<file path="src/rtl/mst_pkg.sv">
package mst_pkg;

    localparam int BUS_W      = 32;
    localparam int IDX_W      = 4;
    localparam int HF_DIV_W   = 4;
    localparam int MAIN_DIV_W = 12;

    // word indices decoded by software drivers
    localparam logic [IDX_W-1:0] IDX_CTRL = 4'd0;
    localparam logic [IDX_W-1:0] IDX_PRE  = 4'd1;
    localparam logic [IDX_W-1:0] IDX_STAT = 4'd2;
    localparam logic [IDX_W-1:0] IDX_CNT  = 4'd9;

    // control bit positions
    localparam int CB_EN     = 0;
    localparam int CB_SRC_LO = 6;
    localparam int CB_FRR    = 9;
    localparam int CB_HFEN   = 10;
    localparam int CB_SWR    = 15;
    // prescaler field position
    localparam int PB_HF_LO  = 12;

    typedef enum logic [2:0] {
        SRC_NONE = 3'b000,
        SRC_PER  = 3'b001,
        SRC_LF   = 3'b100,
        SRC_HF   = 3'b101
    } src_e;

    typedef struct packed {
        logic       hf_en;
        logic       frr;
        logic [2:0] src;
        logic       en;
    } ctrl_t;

    typedef struct packed {
        logic [HF_DIV_W-1:0]   hf_div;
        logic [MAIN_DIV_W-1:0] main_div;
    } pre_t;

    function automatic ctrl_t ctrl_from_word(input logic [BUS_W-1:0] w);
        ctrl_t c;
        c.en    = w[CB_EN];
        c.src   = w[CB_SRC_LO +: 3];
        c.frr   = w[CB_FRR];
        c.hf_en = w[CB_HFEN];
        return c;
    endfunction

    function automatic logic [BUS_W-1:0] ctrl_to_word(input ctrl_t c);
        logic [BUS_W-1:0] w;
        w = '0;
        w[CB_EN]          = c.en;
        w[CB_SRC_LO +: 3] = c.src;
        w[CB_FRR]         = c.frr;
        w[CB_HFEN]        = c.hf_en;
        return w;
    endfunction

    function automatic pre_t pre_from_word(input logic [BUS_W-1:0] w);
        pre_t p;
        p.main_div = w[MAIN_DIV_W-1:0];
        p.hf_div   = w[PB_HF_LO +: HF_DIV_W];
        return p;
    endfunction

    function automatic logic [BUS_W-1:0] pre_to_word(input pre_t p);
        logic [BUS_W-1:0] w;
        w = '0;
        w[MAIN_DIV_W-1:0]        = p.main_div;
        w[PB_HF_LO +: HF_DIV_W]  = p.hf_div;
        return w;
    endfunction

endpackage

</file>
<file path="src/rtl/mst_regs.sv">
module mst_regs
    import mst_pkg::*;
(
    input  logic             clk,
    input  logic             rst,
    input  logic             wr,
    input  logic [IDX_W-1:0] idx,
    input  logic [BUS_W-1:0] wdata,
    output ctrl_t            ctrl_o,
    output pre_t             pre_o,
    output logic             soft_rst_o,
    output logic             src_chg_o
);
    ctrl_t ctrl_q;
    pre_t  pre_q;
    ctrl_t ctrl_new;
    logic  hit_ctrl;
    logic  hit_pre;
    logic  unused_wbits;

    assign hit_ctrl   = wr && (idx == IDX_CTRL);
    assign hit_pre    = wr && (idx == IDX_PRE);
    assign ctrl_new   = ctrl_from_word(wdata);
    assign soft_rst_o = hit_ctrl && wdata[CB_SWR];
    assign src_chg_o  = hit_ctrl && !wdata[CB_SWR] && (ctrl_new.src != ctrl_q.src);
    assign unused_wbits = ^{wdata[BUS_W-1:16], wdata[14:11], wdata[5:1]};

    always_ff @(posedge clk) begin
        if (rst || soft_rst_o) begin
            ctrl_q <= '0;
            pre_q  <= '0;
        end else begin
            if (hit_ctrl) ctrl_q <= ctrl_new;
            if (hit_pre)  pre_q  <= pre_from_word(wdata);
        end
    end

    assign ctrl_o = ctrl_q;
    assign pre_o  = pre_q;
endmodule

</file>
<file path="src/rtl/mst_src_sel.sv">
module mst_src_sel
    import mst_pkg::*;
(
    input  ctrl_t ctrl,
    input  logic  tick_per,
    input  logic  tick_lf,
    input  logic  tick_hf,
    input  logic  hf_div_tick,
    output logic  hf_raw_o,
    output logic  sel_tick_o
);
    always_comb begin
        hf_raw_o   = 1'b0;
        sel_tick_o = 1'b0;
        if (ctrl.en) begin
            case (ctrl.src)
                SRC_PER: sel_tick_o = tick_per;
                SRC_LF:  sel_tick_o = tick_lf;
                SRC_HF: begin
                    hf_raw_o   = tick_hf && ctrl.hf_en;
                    sel_tick_o = hf_div_tick;
                end
                default: sel_tick_o = 1'b0;
            endcase
        end
    end
endmodule

</file>
<file path="src/rtl/mst_div.sv">
module mst_div #(
    parameter int W = 4
) (
    input  logic         clk,
    input  logic         rst,
    input  logic         clr,
    input  logic         tick_i,
    input  logic [W-1:0] div_i,
    output logic         tick_o
);
    logic [W-1:0] phase_q;
    logic         at_end;

    // >= keeps the divider sane when the divisor shrinks mid-phase
    assign at_end = (phase_q >= div_i);
    assign tick_o = tick_i && at_end;

    always_ff @(posedge clk) begin
        if (rst || clr) begin
            phase_q <= '0;
        end else if (tick_i) begin
            phase_q <= at_end ? '0 : phase_q + 1'b1;
        end
    end
endmodule

</file>
<file path="src/rtl/mst_timer.sv">
module mst_timer
    import mst_pkg::*;
#(
    parameter int CNT_W = 32
) (
    input  logic             clk,
    input  logic             rst,
    input  logic [IDX_W-1:0] bus_addr,
    input  logic             bus_wr,
    input  logic             bus_rd,
    input  logic [BUS_W-1:0] bus_wdata,
    output logic [BUS_W-1:0] bus_rdata,
    input  logic             tick_per,
    input  logic             tick_lf,
    input  logic             tick_hf
);
    ctrl_t            ctrl_q;
    pre_t             pre_q;
    logic             soft_rst;
    logic             src_chg;
    logic             div_clr;
    logic             hf_raw;
    logic             hf_div_tick;
    logic             sel_tick;
    logic             cnt_tick;
    logic [CNT_W-1:0] cnt_q;
    logic [BUS_W-1:0] rd_mux;

    mst_regs u_regs (
        .clk        (clk),
        .rst        (rst),
        .wr         (bus_wr),
        .idx        (bus_addr),
        .wdata      (bus_wdata),
        .ctrl_o     (ctrl_q),
        .pre_o      (pre_q),
        .soft_rst_o (soft_rst),
        .src_chg_o  (src_chg)
    );

    mst_src_sel u_sel (
        .ctrl        (ctrl_q),
        .tick_per    (tick_per),
        .tick_lf     (tick_lf),
        .tick_hf     (tick_hf),
        .hf_div_tick (hf_div_tick),
        .hf_raw_o    (hf_raw),
        .sel_tick_o  (sel_tick)
    );

    assign div_clr = src_chg || !ctrl_q.en;

    mst_div #(.W(HF_DIV_W)) u_hf_div (
        .clk    (clk),
        .rst    (rst || soft_rst),
        .clr    (div_clr),
        .tick_i (hf_raw),
        .div_i  (pre_q.hf_div),
        .tick_o (hf_div_tick)
    );

    mst_div #(.W(MAIN_DIV_W)) u_main_div (
        .clk    (clk),
        .rst    (rst || soft_rst),
        .clr    (div_clr),
        .tick_i (sel_tick),
        .div_i  (pre_q.main_div),
        .tick_o (cnt_tick)
    );

    always_ff @(posedge clk) begin
        if (rst || soft_rst) begin
            cnt_q <= '0;
        end else if (cnt_tick) begin
            cnt_q <= cnt_q + 1'b1;
        end
    end

    always_comb begin
        rd_mux = '0;
        case (bus_addr)
            IDX_CTRL: rd_mux = ctrl_to_word(ctrl_q);
            IDX_PRE:  rd_mux = pre_to_word(pre_q);
            IDX_STAT: rd_mux = '0;
            IDX_CNT:  rd_mux[CNT_W-1:0] = cnt_q;
            default:  rd_mux = '0;
        endcase
    end

    assign bus_rdata = bus_rd ? rd_mux : '0;
endmodule

</file>
<file path="config.mk">
export PLATFORM = sky130hd
export DESIGN_NAME = mst_timer
export DESIGN_NICKNAME = d
export VERILOG_FILES = /design/src/rtl/mst_pkg.sv /design/src/rtl/mst_regs.sv /design/src/rtl/mst_src_sel.sv /design/src/rtl/mst_div.sv /design/src/rtl/mst_timer.sv
export SDC_FILE = /design/constraint.sdc
export NUM_CORES = 1
export LEC_CHECK = 0
export ABC_AREA = 1
export CAP_MARGIN = 30
export CORE_ASPECT_RATIO = 0.7
export CORE_UTILIZATION = 50
export CTS_CLUSTER_DIAMETER = 50
export CTS_CLUSTER_SIZE = 25
export DETAILED_ROUTE_END_ITERATION = 7
export PLACE_DENSITY = 0.75
export RECOVER_POWER = 25
export SLEW_MARGIN = 20
export SYNTH_ARGS = -nofsm -noshare
export SYNTH_HDL_FRONTEND = slang
export SYNTH_SLANG_ARGS = --single-unit
</file>
<file path="constraint.sdc">
create_clock -name clk -period 3.15 [get_ports clk]
set_input_delay 0.63 -clock clk [delete_from_list [all_inputs] [get_ports clk]]
set_output_delay 0.63 -clock clk [all_outputs]
set_load 0.02 [all_outputs]
</file>
Yosys cells after proc, flatten, opt, wreduce, memory -nomap -nowiden
Index checks and enable logic that the tools add are counted.
{ "word_totals": {"ff_bits": 70, "latch_bits": 0, "ram_bits": 0, "mem_bits_ro": 0, "inputBits": 43, "word_cells": 42, "mem_count": 0} }
{ "classes": {"addsub": 3, "mul": 0, "n_div": 0, "n_lt_le_gt_ge": 2, "eq_ne": 6, "shift": 0, "muxes": 8, "bitwise_logic": 0, "reduce_logical": 14} }
{ "op_table": {"columns": ["op", "count"], "rows": [
  ["one-hot mux 32 bit (3 select lines)", 1],
  ["adder 32 x 1 -> 32 bit (second input constant)", 1],
  ["two-way mux 32 bit", 1],
  ["adder 12 x 1 -> 12 bit (second input constant)", 1],
  [">= comparator 12 bit", 1],
  ["two-way mux 12 bit", 1],
  ["logical AND 1 bit", 8],
  ["== test 3 bit (second input constant)", 2],
  ["adder 4 x 1 -> 4 bit (second input constant)", 1],
  ["== test 4 x 1 -> 1 bit (second input constant)", 1],
  ["== test 4 bit (second input constant)", 1],
  [">= comparator 4 bit", 1],
  ["logical NOT 4 bit", 1],
  ["two-way mux 4 bit", 1],
  ["== test 3 x 1 -> 1 bit (second input constant)", 1],
  ["logical OR 1 bit", 3],
  ["two-way mux 1 bit", 3],
  ["!= test 3 bit", 1],
  ["one-hot mux 1 bit (3 select lines)", 1],
  ["logical NOT 1 bit", 2]
]} }

Logic depth before layout (Yosys ltp)
{ "depth": {"depth_word": 7, "mapped_depth": 14} }

By module
Synthesis repeated with hierarchy kept, for this count alone.
{ "unflattened": {"hier_cells": 691, "area_unflattened_um2": 4747.1} }
{ "modules_own_cells": {"columns": ["module", "n_inst", "cells_per_inst", "area_each_um2", "seq_area_each_um2"], "rows": [
  ["mst_timer", 1, 383, 2282.2, 640.6],
  ["mst_regs", 1, 113, 1109.8, 440.4],
  ["mst_div at u_main_div", 1, 133, 950.9, 240.2],
  ["mst_div at u_hf_div", 1, 45, 326.6, 80.1],
  ["mst_src_sel", 1, 17, 77.6, 0.0]
]} }

Worst setup path before layout
OpenSTA, ideal clock, no wires.
{ "synth_timing": {"kind": "input-to-output", "startpoint": "input bus_rd", "endpoint": "output bus_rdata[21]", "arrival_ps": 1772, "path_slack_ps": 748, "path_stages": 4, "path_buffers": 2, "cell_sequence": "clkbuf_1 clkinv_1 clkbuf_1 nor3_1"} }
{ "synth_between": {"elab_chain_cells": 1} }
{ "synth_lines": {"columns": ["element", "line", "source"], "rows": [
  ["from (decl)", "mst_timer.sv:10", "input logic bus_rd,"],
  ["two-way mux 32 bit", "mst_timer.sv:90", "assign bus_rdata = bus_rd ? rd_mux : '0;"],
  ["to (decl)", "mst_timer.sv:12", "output logic [BUS_W-1:0] bus_rdata,"]
]} }
Every way passes these cells.

Worst setup path in the final report
{ "layout_timing": {"startpoint": "input bus_addr[0]", "endpoint": "output bus_rdata[28]"} }
{ "layout_between": {"elab_chain_cells": 3} }
{ "layout_lines": {"columns": ["element", "line", "source"], "rows": [
  ["from (decl)", "mst_timer.sv:8", "input logic [IDX_W-1:0] bus_addr,"],
  ["== test 4 bit (tied with other cells)", "mst_timer.sv:81", "case (bus_addr)"],
  ["one-hot mux 32 bit (3 select lines) (*)", "mst_timer.sv:81", null],
  ["two-way mux 32 bit (*)", "mst_timer.sv:90", null]
]} }
Every way passes the cells marked *; elsewhere a longest branch is shown, timed or not.

==> out/qor.tcl <==
set qor(status) {complete, no violations}
set qor(reg2regPathDepth) 11
set qor(detailedRoute.firstPassIterationCount) 5
set qor(critPathSlowestCell) {clkdlybuf4s50_1}
set qor(synth_top_cell_by_area) {dfxtp_1}
set qor(cell_pwr_density_mw_per_mm2) 332
set qor(ir_worst_vdd_v) 0.000269
set qor(clock-skew-final_ns) 0.00343
set qor(synth-main-ff-cell) {dfxtp_1}
set qor(fp.dieArea_sq_mm) 0.00997
set qor(critical_path.n_buffers_inverters) 4
set qor(globalRoute.busiestLayer) {met1}
set qor(synth.yosys.seq_area_share) 0.293
set qor(yosys_register_bits) 70
set qor(avgViaCountPerCell) 5.42
set qor(syn_area_per_cell_sq_um) 6.24
set qor(final.min_clock_period_ns) 3.05
set qor(fin_util) 0.631
set qor(relSlewSlack) 0.338
set qor(max_slew.worst_pin.slew_ns) 0.993
set qor(critical_path_required_time_ns) 2.52
set qor(grtUsageMet2) 0.414
set qor(route.final.wire_length_mm) 14.0
set qor(synth.area.top_cells) {dfxtp_1 (29%), nand2_1 (21%), a21oi_1 (7.2%)}
set qor(synth.net_count) 828
set qor(routed_wire_length_per_instance_microns) 14.7
set qor(yosys.cell_count.top_type) {nand2_1}
set qor(routed-via-count) 5173
set qor(synth-edff-count) 0
set qor(critical-path-max-stage-delay_ns) 0.63
set qor(crit_type) {primary input to output pin}
set qor(synth_async_sr_flop_share) 0
set qor(drive_above_1_share) 0.0734
set qor(postLayoutCellArea_sq_mm) 0.00580
set qor(fmax_ghz) 0.327
set qor(period_share) 0.970
set qor(die_y_microns) 83.8
set qor(grt_first_pass_wirelength_mm) 22.9
set qor(netlist_instances) 766
set qor(first_global_vias) 4700
set qor(placement.setup.worst_slack_ns) -0.0645
set qor(num_antenna_cells) 0
set qor(dr.first_iter.drc_count) 543
set qor(globalRouteMet1Util) 0.425
set qor(p_leak_nw) 2.34
set qor(initial_core_util) 0.521
set qor(postCtsSetupBuffers) 0
set qor(syn2layout_area_growth_pct) 21.2
set qor(grt.overflow.total) 0
set qor(worst_path_most_repeated_cell) {clkdlybuf4s50_1}
set qor(synth_area_sq_mm) 0.00478
set qor(crit_path_dat_ns) 2.42
set qor(cts.root.buffer_cell) {clkbuf_16}
set qor(synth_commonest_cells) {nand2_1 (263), nor2_1 (83), inv_1 (77), dfxtp_1 (70), a21oi_1 (69)}
set qor(grtUsageTotal) 0.291
set qor(floorplan.io_pins) 75
set qor(cts-buffers-inserted) 9
set qor(cts_num_sinks) 70
set qor(crit_path_cell_trace) {clkdlybuf4s50_1 > inv_1 > nor2_1 > nand3_1 > buf_4 > nor3_1 > clkdlybuf4s50_1}
set qor(core.rowCount) 29
set qor(timing.critical_path.from_type) {primary input}
set qor(estimated_wirelength_of_the_detail_placed_design_mm) 10.7
set qor(min_delay_path_depth) 2
set qor(cts.path.max_buffers) 2
set qor(antenna_violating_nets_post_route) 0
set qor(largest_net_degree_at_the_start_of_global_routing) 32
set qor(htreeDepth) 3
set qor(rsz0062_at_grt) {false}
set qor(grt_antenna_before_repair) 0
set qor(critical_path.max_fanout) 17
set qor(worstSetupPathDepth) 7
set qor(cap_viol_max_count) 0
set qor(synth_top_area_frac) 0.293
set qor(num-nets-final) 890
set qor(setup_viol) 0
set qor(finalWeightedCongestion) 0.962
set qor(postPlaceCellArea_sq_mm) 0.00553
set qor(drv_slew) 0
set qor(die_width_microns) 119
set qor(cp_top_family) {buffers and inverters}
set qor(insertion_delay_ns) 0.33
set qor(cts_hold_buf) 0
set qor(end_kind) {output pin}
set qor(core_sq_mm) 0.00918
set qor(fin_tns_setup_ns) 0
set qor(holdCritPathClass) {flip-flop to flip-flop}
set qor(remaining_drc_errors) 0
set qor(yosysWarningCount) 0
set qor(i_o_buffers) 58
set qor(finalHoldViolations) 0
set qor(worst_slack_ns) 0.0950
set qor(tritoncts) {built}
set qor(worst_setup_hold_path_clk_slew_ns) 0.05
set qor(synth.lib_cells_used.distinct) 31
set qor(timing.hold.ws_ns) 0.474
set qor(global_route.usage.met3) 0.0758
state kept, by name, summed over array words and instances (netlist names):
| name | count |
|---|---|
| u_regs.ctrl_o | 6 |
| cnt_q | 32 |
| u_hf_div.phase_q | 4 |
| u_regs.pre_o | 16 |
| u_main_div.phase_q | 12 |
tightest hold or removal path, delay by kind of cell (launching register included):
family             cells  cell delay [ns]
and+or+nand+nor        1             0.06
AOI/OAI and AO/OA      1             0.05
DFF                    1             0.31
repair_timing:
item / in CTS / in global routing
setup endpoints to repair: 13 / 14
resized for setup: 13 / 14
cloned: 0 / 0
layer usage:
layer,wire (microns),vias to the layer above
li1,-,2581
met1,6820,2374
met2,5810,198
met3,1140,20
met4,229,0
met5,0,-
layout make-up:
| class | instances | area [sq um] |
|---|---|---|
| clock buffer | 12 | 246 |
| multi-input combinational | 590 | 2930 |
| inverter | 79 | 297 |
| sequential | 70 | 1400 |
| fill | 845 | 3380 |
| tap | 124 | 155 |
| timing repair buffer | 78 | 758 |
| clock inverter | 2 | 10.0 |
worst paths after layout:
kind	start	slack [ns]	to
setup / recovery	bus_addr[0]	0.1	bus_rdata[28]
hold / removal	u_regs.ctrl_o[4]$_SDFFE_PP0P_	0.47	u_regs.ctrl_o[4]$_SDFFE_PP0P_
setup reg to reg	u_main_div.phase_q[7]$_SDFFE_PP0P_	0.81	u_main_div.phase_q[0]$_SDFFE_PP0P_
hold reg to reg	u_regs.ctrl_o[4]$_SDFFE_PP0P_	0.47	u_regs.ctrl_o[4]$_SDFFE_PP0P_
logic make-up (layout without fill, tap and decap cells):
group	after synthesis	after routing	synth area share
flops	70	70	0.293
xor+xnor	23	23	0.0421
compound gates	105	105	0.121
buf+inv	106	171	0.0950
simple gates	443	443	0.399
fa+ha+maj	19	19	0.0497
power by group:
part	switching, mW	internal (mW)	total, mW	leakage [nW]
Sequential	0.00318	0.889	0.892	0.564
Combinational	0.0658	0.0492	0.115	1.65
Clock	0.371	0.543	0.915	0.128
metrics by stage:
stage	total power, mW	std cells
global route	1.99	955
CTS	1.93	955
detailed placement	1.03	941
global placement	1.02	941
floorplan	0.965	766
finish	1.92	955
cell usage in the layout, fill, tap and decap left out, types with 2 or more instances in the layout:
cell / synthesis / routed
nand2_1: 263 / 263
nor2_1: 83 / 84
inv_1: 77 / 77
a21oi_1: 69 / 70
dfxtp_1: 70 / 70
nand3_1: 43 / 43
clkdlybuf4s50_1: 0 / 30
nor3_1: 20 / 20
o21ai_0: 19 / 19
ha_1: 19 / 19
buf_4: 1 / 18
nand3_2: 17 / 17
xor2_1: 15 / 15
dlymetal6s2s_1: 0 / 14
dlygate4sd2_1: 0 / 13
clkbuf_16: 0 / 9
xnor2_1: 8 / 8
nand4_1: 7 / 7
a21oi_2: 9 / 7
o211ai_1: 3 / 3
clkbuf_1: 9 / 3
clkinv_1: 2 / 2
o221ai_1: 2 / 2
nor2_4: 2 / 2
nand2_2: 2 / 2
nor3b_1: 2 / 2
clkinv_2: 0 / 2
(Power assumes the default switching activity.)
